--- src/rtl/limit_monitor.sv ---
module limit_monitor #(
  parameter int SLOT_CYCLES = 400000
) (
  input  logic       clk,
  input  logic       rst_n,
  input  logic [7:0] bus_addr,
  input  logic       bus_wr,
  input  logic [7:0] bus_wdata,
  input  logic       bus_rd,
  output logic [7:0] bus_rdata,
  input  logic       meas_valid,
  input  logic [7:0] meas_data,
  output logic       conv_start,
  output logic [3:0] conv_slot,
  output logic       int_n,
  output logic       alert_n
);
  localparam int NSLOT = 9;
  localparam int NLIM  = 2 * NSLOT;
  localparam int TW    = SLOT_CYCLES > 1 ? $clog2(SLOT_CYCLES) : 1;

  logic [TW-1:0] tick;
  logic [3:0]    slot;
  logic [7:0]    res [NSLOT];
  logic [7:0]    lim [NLIM];
  logic [7:0]    cfg, mask_lo;
  logic          mask_hi;
  logic [1:0]    omask;
  logic [8:0]    stat, clr, set_vec;
  logic [7:0]    rd_mux;

  wire last_tick = (tick == TW'(SLOT_CYCLES - 1));

  always_ff @(posedge clk) begin
    if (!rst_n) begin
      tick <= '0;
      slot <= '0;
    end else if (last_tick) begin
      tick <= '0;
      slot <= (slot == 4'(NSLOT - 1)) ? 4'd0 : 4'(slot + 1);
    end else begin
      tick <= tick + 1'b1;
    end
  end

  assign conv_start = (tick == '0);
  assign conv_slot  = slot;

  wire [7:0] hi_lim = lim[{slot, 1'b0}];
  wire [7:0] lo_lim = lim[{slot, 1'b1}];
  wire       viol   = meas_valid && (meas_data > hi_lim || meas_data < lo_lim);
  assign set_vec = viol ? (9'd1 << slot) : 9'd0;

  wire       res_hit = bus_addr >= 8'h20 && bus_addr <= 8'h29 && bus_addr != 8'h26;
  wire [3:0] res_idx = (bus_addr < 8'h26) ? bus_addr[3:0] : 4'(bus_addr[3:0] - 4'd1);
  wire       lim_hit = bus_addr >= 8'h2B && bus_addr <= 8'h3C;
  wire [4:0] lim_idx = 5'(bus_addr - 8'h2B);

  assign clr = {bus_rd && bus_addr == 8'h42, {8{bus_rd && bus_addr == 8'h41}}};

  always_ff @(posedge clk) begin
    if (!rst_n) begin
      stat    <= '0;
      cfg     <= '0;
      mask_lo <= '0;
      mask_hi <= 1'b0;
      omask   <= '0;
    end else begin
      stat <= (stat & ~clr) | set_vec;
      if (bus_wr && bus_addr == 8'h40) cfg     <= bus_wdata;
      if (bus_wr && bus_addr == 8'h43) mask_lo <= bus_wdata;
      if (bus_wr && bus_addr == 8'h44) mask_hi <= bus_wdata[0];
      if (bus_wr && bus_addr == 8'h45) omask   <= bus_wdata[1:0];
    end
  end

  always_ff @(posedge clk) begin
    for (int k = 0; k < NSLOT; k++) begin
      if (!rst_n)                        res[k] <= '0;
      else if (meas_valid && slot == 4'(k)) res[k] <= meas_data;
    end
    for (int j = 0; j < NLIM; j++) begin
      if (!rst_n)                                   lim[j] <= (j % 2 == 0) ? 8'hFF : 8'h00;
      else if (bus_wr && lim_hit && lim_idx == 5'(j)) lim[j] <= bus_wdata;
    end
  end

  always_comb begin
    rd_mux = 8'h00;
    if (res_hit)      rd_mux = res[res_idx];
    else if (lim_hit) rd_mux = lim[lim_idx];
    else begin
      case (bus_addr)
        8'h40:   rd_mux = cfg;
        8'h41:   rd_mux = stat[7:0];
        8'h42:   rd_mux = {7'd0, stat[8]};
        8'h43:   rd_mux = mask_lo;
        8'h44:   rd_mux = {7'd0, mask_hi};
        8'h45:   rd_mux = {6'd0, omask};
        default: rd_mux = 8'h00;
      endcase
    end
  end

  always_ff @(posedge clk) begin
    if (!rst_n)      bus_rdata <= '0;
    else if (bus_rd) bus_rdata <= rd_mux;
  end

  wire pend = |(stat & ~{mask_hi, mask_lo});
  assign int_n   = ~(cfg[1] & ~omask[0] & pend);
  assign alert_n = ~(~omask[1] & pend);

  assert_slot_range_R1: assert property (@(posedge clk) disable iff (!rst_n)
    slot <= 4'(NSLOT - 1));
  assert_slot_moves_at_start_R1: assert property (@(posedge clk) disable iff (!rst_n)
    (slot != $past(slot)) |-> conv_start);
  assert_violation_recorded_R3: assert property (@(posedge clk) disable iff (!rst_n)
    viol |=> ((stat & $past(set_vec)) != 9'd0));
  assert_sticky_low_R5: assert property (@(posedge clk) disable iff (!rst_n)
    (stat[0] && !(bus_rd && bus_addr == 8'h41)) |=> stat[0]);
  assert_sticky_high_R5: assert property (@(posedge clk) disable iff (!rst_n)
    (stat[8] && !(bus_rd && bus_addr == 8'h42)) |=> stat[8]);
  assert_quiet_outputs_R8: assert property (@(posedge clk) disable iff (!rst_n)
    (stat == 9'd0) |-> (int_n && alert_n));
  assert_enable_gate_R7: assert property (@(posedge clk) disable iff (!rst_n)
    !cfg[1] |-> int_n);
endmodule

--- config.mk ---
export PLATFORM = sky130hd
export DESIGN_NAME = limit_monitor
export DESIGN_NICKNAME = d
export VERILOG_FILES = /design/src/rtl/limit_monitor.sv
export SDC_FILE = /design/constraint.sdc
export NUM_CORES = 1
export LEC_CHECK = 0
export BUFFER_PORTS_ARGS = -buffer_cell sky130_fd_sc_hd__buf_2
export CAP_MARGIN = 10
export CELL_PAD_IN_SITES_DETAIL_PLACEMENT = 0
export CELL_PAD_IN_SITES_GLOBAL_PLACEMENT = 1
export CORE_ASPECT_RATIO = 1.5
export CORE_MARGIN = 4
export CORE_UTILIZATION = 30
export CTS_CLUSTER_SIZE = 20
export DETAILED_ROUTE_END_ITERATION = 8
export GPL_TIMING_DRIVEN = 0
export PLACE_DENSITY = 0.58
export SETUP_SLACK_MARGIN = 0.02
export SYNTH_ARGS = -nofsm -noshare
export SYNTH_HDL_FRONTEND = slang
export SYNTH_SLANG_ARGS = --single-unit
--- constraint.sdc ---
create_clock -name clk -period 4.18 [get_ports clk]
set_input_delay 0.418 -clock clk [delete_from_list [all_inputs] [get_ports clk]]
set_output_delay 0.418 -clock clk [all_outputs]
set_load 0.05 [all_outputs]
==> results of run 1 <==
==> per-layer routing <==
metal / vias up / share of wire (%) / GRT usage (%)
met2: 330 / 52 / 35.8
li1: 4947 / - / -
met5: - / 0 / 0
met4: 0 / 8.3 / 13.5
met3: 123 / 3.8 / 2.22
met1: 5488 / 36 / 21.8
==> cell usage in the layout, fill, tap and decap left out, drive strengths merged, types with 3 or more instances in the layout <==
cell type    n
a211oi       6
a21o         5
a21oi       52
a221oi       9
a22o         5
a22oi       13
a31oi       10
a41oi        4
and2       143
and3        15
buf         83
clkbuf      93
clkinv      10
dfxtp       63
edfxtp     216
ha          29
inv         33
mux2        12
mux2i       40
mux4        73
nand2       99
nand2b       7
nand3       57
nand4        9
nor2        74
nor2b        4
nor3        14
nor3b        3
nor4         4
nor4b        4
o21a         3
o21ai       51
o22ai        3
o31ai        3
or2         22
or3         63
xnor2       10
xor2        11
==> worst max-delay path: stages, from the launching register on <==
cell and delay, ns:
dfxtp_1 0.31, clkbuf_1 0.31, clkbuf_1 0.65, mux4_2 0.44, mux2i_1 0.16, nor2_1 0.06, a21oi_1 0.17, ha_1 0.27
nor2b_1 0.14, o21a_1 0.16, o21a_1 0.16, o21ai_0 0.16, a21oi_1 0.11, a21oi_2 0.41, o21ai_0 0.17
==> path summary, 6_finish.rpt <==
path / endpoint / slack, ns
worst min-delay path: lim[14][1] / 0.15
worst max-delay path: stat[5] / 0.38
worst max register to register: stat[5] / 0.38
worst min register to register: mask_lo[0] / 0.47
==> cell usage after synthesis (all sizes together) (15+ instances only) <==
cell    instances
edfxtp        216
and2          143
nand2          99
nor2           74
mux4           73
dfxtp          63
or3            63
nand3          57
clkbuf         53
a21oi          52
o21ai          51
mux2i          40
buf            39
ha             29
inv            29
or2            22
and3           15
==> state kept, by name (all words and copies together) (netlist names), named ones only <==
signal	count
mask_hi	1
omask	2
lim	144
stat	9
conv_slot	4
mask_lo	8
tick	19
cfg	8
bus_rdata	8
res	72
==> power by group through the flow <==
stage          Sequential, mW  Clock, mW  Combinational [mW]
6_report                 3.19       2.53               0.739
5_1_grt                  3.19       2.69               0.786
4_1_cts                  3.19       2.59               0.741
3_5_place_dp             3.25          0               0.738
3_3_place_gp             3.25          0               0.728
2_1_floorplan            3.19          0               0.458
==> through the flow <==
| step | total power [mW] | instance area [µm²] | hold WS (ns) |
|---|---|---|---|
| global route | 6.67 | 17100 | 0.165 |
| global placement | 3.98 | 16100 | 0.452 |
| detailed placement | 3.99 | 16200 | 0.459 |
| CTS | 6.52 | 17100 | 0.131 |
| finish | 6.46 | 17100 | 0.154 |
| floorplan | 3.65 | 15100 | 0.436 |
==> cells by family after synthesis <==
logic type | after synthesis | share of synthesized area, %
compound gates | 187 | 8.13
xor+xnor | 21 | 1.31
fa+ha+maj | 29 | 2.40
buf+inv | 123 | 3.78
flops | 279 | 51.2
mux | 125 | 14.4
simple gates | 523 | 18.8
==> layout make-up <==
cell class / instances / area (µm²)
multi-input combinational: 885 / 6810
tap: 663 / 830
fill: 5092 / 32700
buffer: 92 / 455
timing repair buffer: 44 / 230
clock inverter: 13 / 82.6
sequential: 279 / 7750
clock buffer: 40 / 830
inverter: 31 / 116
==> out/summary.txt, run 1 <==
Sum Neg Setup Slack - 0 ns
Critical path type - flop to flop
Clock power share - 39.2%
Pin count of the biggest net entering global routing - 15
Fraction of layout cells with a size suffix above 1 - 18.0%
Crit. End Element - flop
Endpoints failing hold - 0
Sw Share - 26.5%
Worst-Skew Late Latency - 0.57 ns
Peak VDD IR - 282 µV
Worst-Margin Slew - 1.13 ns
Die area - 54200 µm²
Overall Global Routing Usage - 19.9%
Switch Pwr - 1.71 mW
H-tree Lvls - 1
Clk buf depth - 3
Nets@finish - 1420
Post-Syn Area - 15100 µm²
Via-to-Cell Ratio - 5.32
Post-place setup slack - -0.177 ns
Synth area leaders - edfxtp_1 43%, mux4_2 11%, dfxtp_1 8.3%, and2_1 5.9%, mux2i_1 2.6%
Post-CTS setup buffers - 0
Ys async rst share - 0%
Top cell type by total area after synthesis - edfxtp_1
1st-pass router iterations - 5
Vias in the first global route - 11209
Hold crit path type - input pin to flop
Die Height - 283 µm
First-pass GRT wire length - 78700 µm
Distinct cells, synth - 77
Startpoint class of the critical path - flop
Status - completed
Syn_nets - 1345
Gate power share - 11.4%
Hold_sp - bus_wdata[1]
Post-synthesis sequential area ratio - 51.2%
Port bufs - 36
Crit-path max FO - 10
CTS Hold Bufs - 0
Clock sinks - 279
Post-CTS sizing - 0
RSZ-0062 raised after global routing - no
Final Skew - 0.0269 ns
Setup WS post-layout - 0.382 ns
Post-route DRC - 0
IO Count - 44
Critical path arrival - 4.23 ns
Ys flop type - edfxtp_1
Area Growth Syn to Fin - 13.0%
Antenna violations before repair - 0
Core Box Area - 49800 µm²
Tmin final - 3.80 ns
Max transition margin - 23.7%
Hpwl dp - 42300 µm
Post-synth top area share - 42.9%
Starting Density - 30.4%
Synth warn - 0
CTS root buffer - clkbuf_16
GPL Wtd Cong - 0.895
Pint - 4.75 mW
Flop pwr share - 49.4%
Lkg Pwr - 5.81 nW
Worst r2r path cells - 14
Final period utilization - 90.9%
CTS tree - built
Cell Count, Final, Fillers Out - 2047
Fmax - 0.263 GHz
Diode count - 0
Synthesized area per cell - 11.8 µm²
Max-cap viol count - 0
Clock Pin Slew Worst Setup and Hold Paths - 0.06 ns
Required @ worst endpoint - 4.61 ns
Number of flops mapped to enable cells by yosys - 216
Total gr overflow - 0
WHS Path Cells - 2
Final Util - 34.3%
Final setup fails - 0
Syn Inst Count - 1287
Pwr/cell area - 378 nW/µm²
Routed WL - 54900 µm
TritonCTS Buffers - 29
Rows - 100
Die width - 191 µm
Slew Limit Fails - 0
Initial DRC Count - 814
Yosys reg bits - 279
Wirelength per Cell - 26.8 µm
Final ANT Viol Nets - 0
Via count - 10888
Cell count after placement - 1993
Power figures use the tool's default switching activity.
==> run 2, diff against run 1 <==
Settings changed: RECOVER_POWER set to 100, SLEW_MARGIN set to 20.
==> out/summary.txt, run 2 (synthesis results as in run 1) <==
CTS root buffer - clkbuf_16 (unchanged)
Hold crit path type - input pin to flop (unchanged)
GPL Wtd Cong - 0.895 (unchanged)
Required @ worst endpoint - 4.62 ns (was 4.61 ns)
Critical path arrival - 4.27 ns (was 4.23 ns)
Cell count after placement - 1990 (was 1993)
First-pass GRT wire length - 78500 µm (was 78700 µm)
Area Growth Syn to Fin - 12.6% (was 13.0%)
WP depth - 10 (was 14)
Overall Global Routing Usage - 19.9% (about the same)
Die Height - 283 µm (unchanged)
Worst R2R Setup Slack - 0.39 ns (was 0.38 ns)
Slew Limit Fails - 0 (unchanged)
Clock Pin Slew Worst Setup and Hold Paths - 0.07 ns (was 0.06 ns)
Clock sinks - 279 (unchanged)
1st-pass router iterations - 7 (was 5)
Placed cell areas - 16200 µm² (about the same)
Die area - 54200 µm² (unchanged)
CTS tree - built (unchanged)
Most frequent cells in the layout - 216 x edfxtp_1, 99 x nand2_1, 85 x clkbuf_1, 81 x and2_0 (was 216 x edfxtp_1, 142 x and2_1, 99 x nand2_1, 72 x mux4_2, 72 x nor2_1)
Cell Count, Final, Fillers Out - 2044 (was 2047)
Largest delay share family, worst path - buffers and inverters (was compound AO/OA/AOI/OAI gates)
Biggest register - lim (unchanged)
Final Skew - 0.0356 ns (was 0.0269 ns)
Post-CTS sizing - 0 (unchanged)
TritonCTS Buffers - 28 (was 29)
Pin count of the biggest net entering global routing - 16 (was 15)
IO Count - 44 (unchanged)
Die width - 191 µm (unchanged)
Status - completed (unchanged)
CTS Hold Bufs - 0 (unchanged)
H-tree Lvls - 1 (unchanged)
CP Cell Sequence - clkbuf_1, buf_4, clkinv_1, ha_1, buf_2, clkbuf_1, mux4_2, mux4_2, a31oi_1, a31oi_1 (was clkbuf_1, clkbuf_1, mux4_2, mux2i_1, nor2_1, a21oi_1, ha_1, nor2b_1, o21a_1, o21a_1, o21ai_0, a21oi_1, a21oi_2, o21ai_0)
Final period utilization - 91.6% (was 90.9%)
Max reg flops - 144 (unchanged)
Critical path type - input pin to flop (was flop to flop)
Initial DRC Count - 856 (was 814)
Hpwl dp - 42300 µm (about the same)
Routed WL - 54900 µm (about the same)
Lkg Pwr - 5.59 nW (was 5.81 nW)
Pwr/cell area - 388 nW/µm² (was 378 nW/µm²)
Slowest-stage cell, CP - clkbuf_1 (unchanged)
Worst-Margin Slew - 1.37 ns (was 1.13 ns)
Tmin final - 3.83 ns (was 3.80 ns)
Via count - 10883 (was 10888)
Vias in the first global route - 11087 (was 11209)
Final ANT Viol Nets - 0 (unchanged)
Final instance area - 17000 µm² (was 17100 µm²)
Commonest non-fill, non-tap cell in the layout - edfxtp_1 (unchanged)
Largest regs - lim: 144 flops, res: 72 flops, tick: 19 flops (unchanged)
Peak VDD IR - 270 µV (was 282 µV)
Worst r2r path cells - 14 (unchanged)
Fraction of layout cells with a size suffix above 1 - 15.2% (was 18.0%)
Crit-path max FO - 12 (was 10)
Endpoints failing hold - 0 (unchanged)
Worst setup path endpoint - bus_rdata[4] (was stat[5])
Worst path buffer plus inverter count - 5 (was 2)
Total gr overflow - 0 (unchanged)
Crit. End Element - flop (unchanged)
Starting Density - 30.4% (unchanged)
Worst-Skew Late Latency - 0.59 ns (was 0.57 ns)
Fmax - 0.261 GHz (was 0.263 GHz)
Post-route DRC - 0 (unchanged)
R2R Path End - stat[5] (unchanged)
WHS Path Cells - 2 (unchanged)
Post-CTS setup buffers - 0 (unchanged)
Rows - 100 (unchanged)
Via-to-Cell Ratio - 5.32 (about the same)
Core Box Area - 49800 µm² (unchanged)
Final setup fails - 0 (unchanged)
Wirelength per Cell - 26.9 µm (was 26.8 µm)
RSZ-0062 raised after global routing - no (unchanged)
Largest stage delay, worst path - 0.63 ns (was 0.65 ns)
Clk buf depth - 3 (unchanged)
Max transition margin - 7.87% (was 23.7%)
Antenna violations before repair - 0 (unchanged)
Nets@finish - 1415 (was 1420)
Startpoint class of the critical path - input pin (was flop)
Port bufs - 36 (unchanged)
CP startpoint - bus_addr[0]
Sum Neg Setup Slack - 0 ns (unchanged)
Max-cap viol count - 0 (unchanged)
-- run 2: changes by cell type in the layout (fill, tap and decap cells not counted), moves of 7 or more --
cell,change
and2_0,+81
and2_1,-81
buf_2,-27
clkbuf_1,+27
buf_4,-7
-- run 2: worst min path at each step --
stage / from / end / slack (ns)
floorplan: mask_lo[0] / mask_lo[0] / 0.44
global placement: mask_lo[0] / mask_lo[0] / 0.45
detailed placement: mask_lo[0] / mask_lo[0] / 0.46
CTS: bus_wdata[1] / lim[14][1] / 0.13
global route: bus_wdata[1] / lim[14][1] / 0.16
finish: bus_wdata[1] / lim[14][1] / 0.14
-- run 2: area by class of cell --
cell class / instances / area [µm²]
flip-flops and latches: 279 / 7750
multi-input cells: 885 / 6780
plain buffers: 92 / 440
well taps: 663 / 830
clock inverters: 21 / 220
diodes: 2 / 5.00
clock buffers: 31 / 733
fillers: 5082 / 32800
inverters: 31 / 116
repair buffers: 40 / 173
-- run 2: routing by layer --
metal	GRT usage, %	vias up	wire, µm
met2	36.1	383	28700
met3	2.18	135	2320
met4	12.8	0	4400
li1	-	4936	-
met1	21.6	5429	19500
met5	0	-	0
-- run 2: where the power goes --
group	switching (mW)	total (mW)	internal, mW
registers	0.100	3.19	3.09
clock network	1.18	2.69	1.52
logic	0.469	0.726	0.256
total	1.75	6.61	4.86
-- run 2: worst reg2reg max path: stages (launching register included) --
cell and delay, ns:
dfxtp_1 0.31, clkbuf_1 0.33, clkbuf_1 0.65, mux4_2 0.43
mux2i_1 0.15, nor2_1 0.06, a21oi_1 0.18, ha_1 0.27
nor2b_1 0.14, o21a_1 0.16, o21a_1 0.16, o21ai_0 0.16
a21oi_1 0.11, a21oi_2 0.39, o21ai_0 0.18
-- run 2: per-stage QoR --
stage | total power [mW] | setup slack (ns) | hold WS [ns] | util, %
after global placement | 3.98 | -0.0934 | 0.452 | 32.4
after global routing | 6.80 | 0.0758 | 0.159 | 34.2
after detailed placement | 3.99 | -0.149 | 0.456 | 32.5
after CTS | 6.65 | 0.351 | 0.132 | 34.4
after floorplan | 3.65 | 1.23 | 0.436 | -
final | 6.61 | 0.351 | 0.142 | 34.2
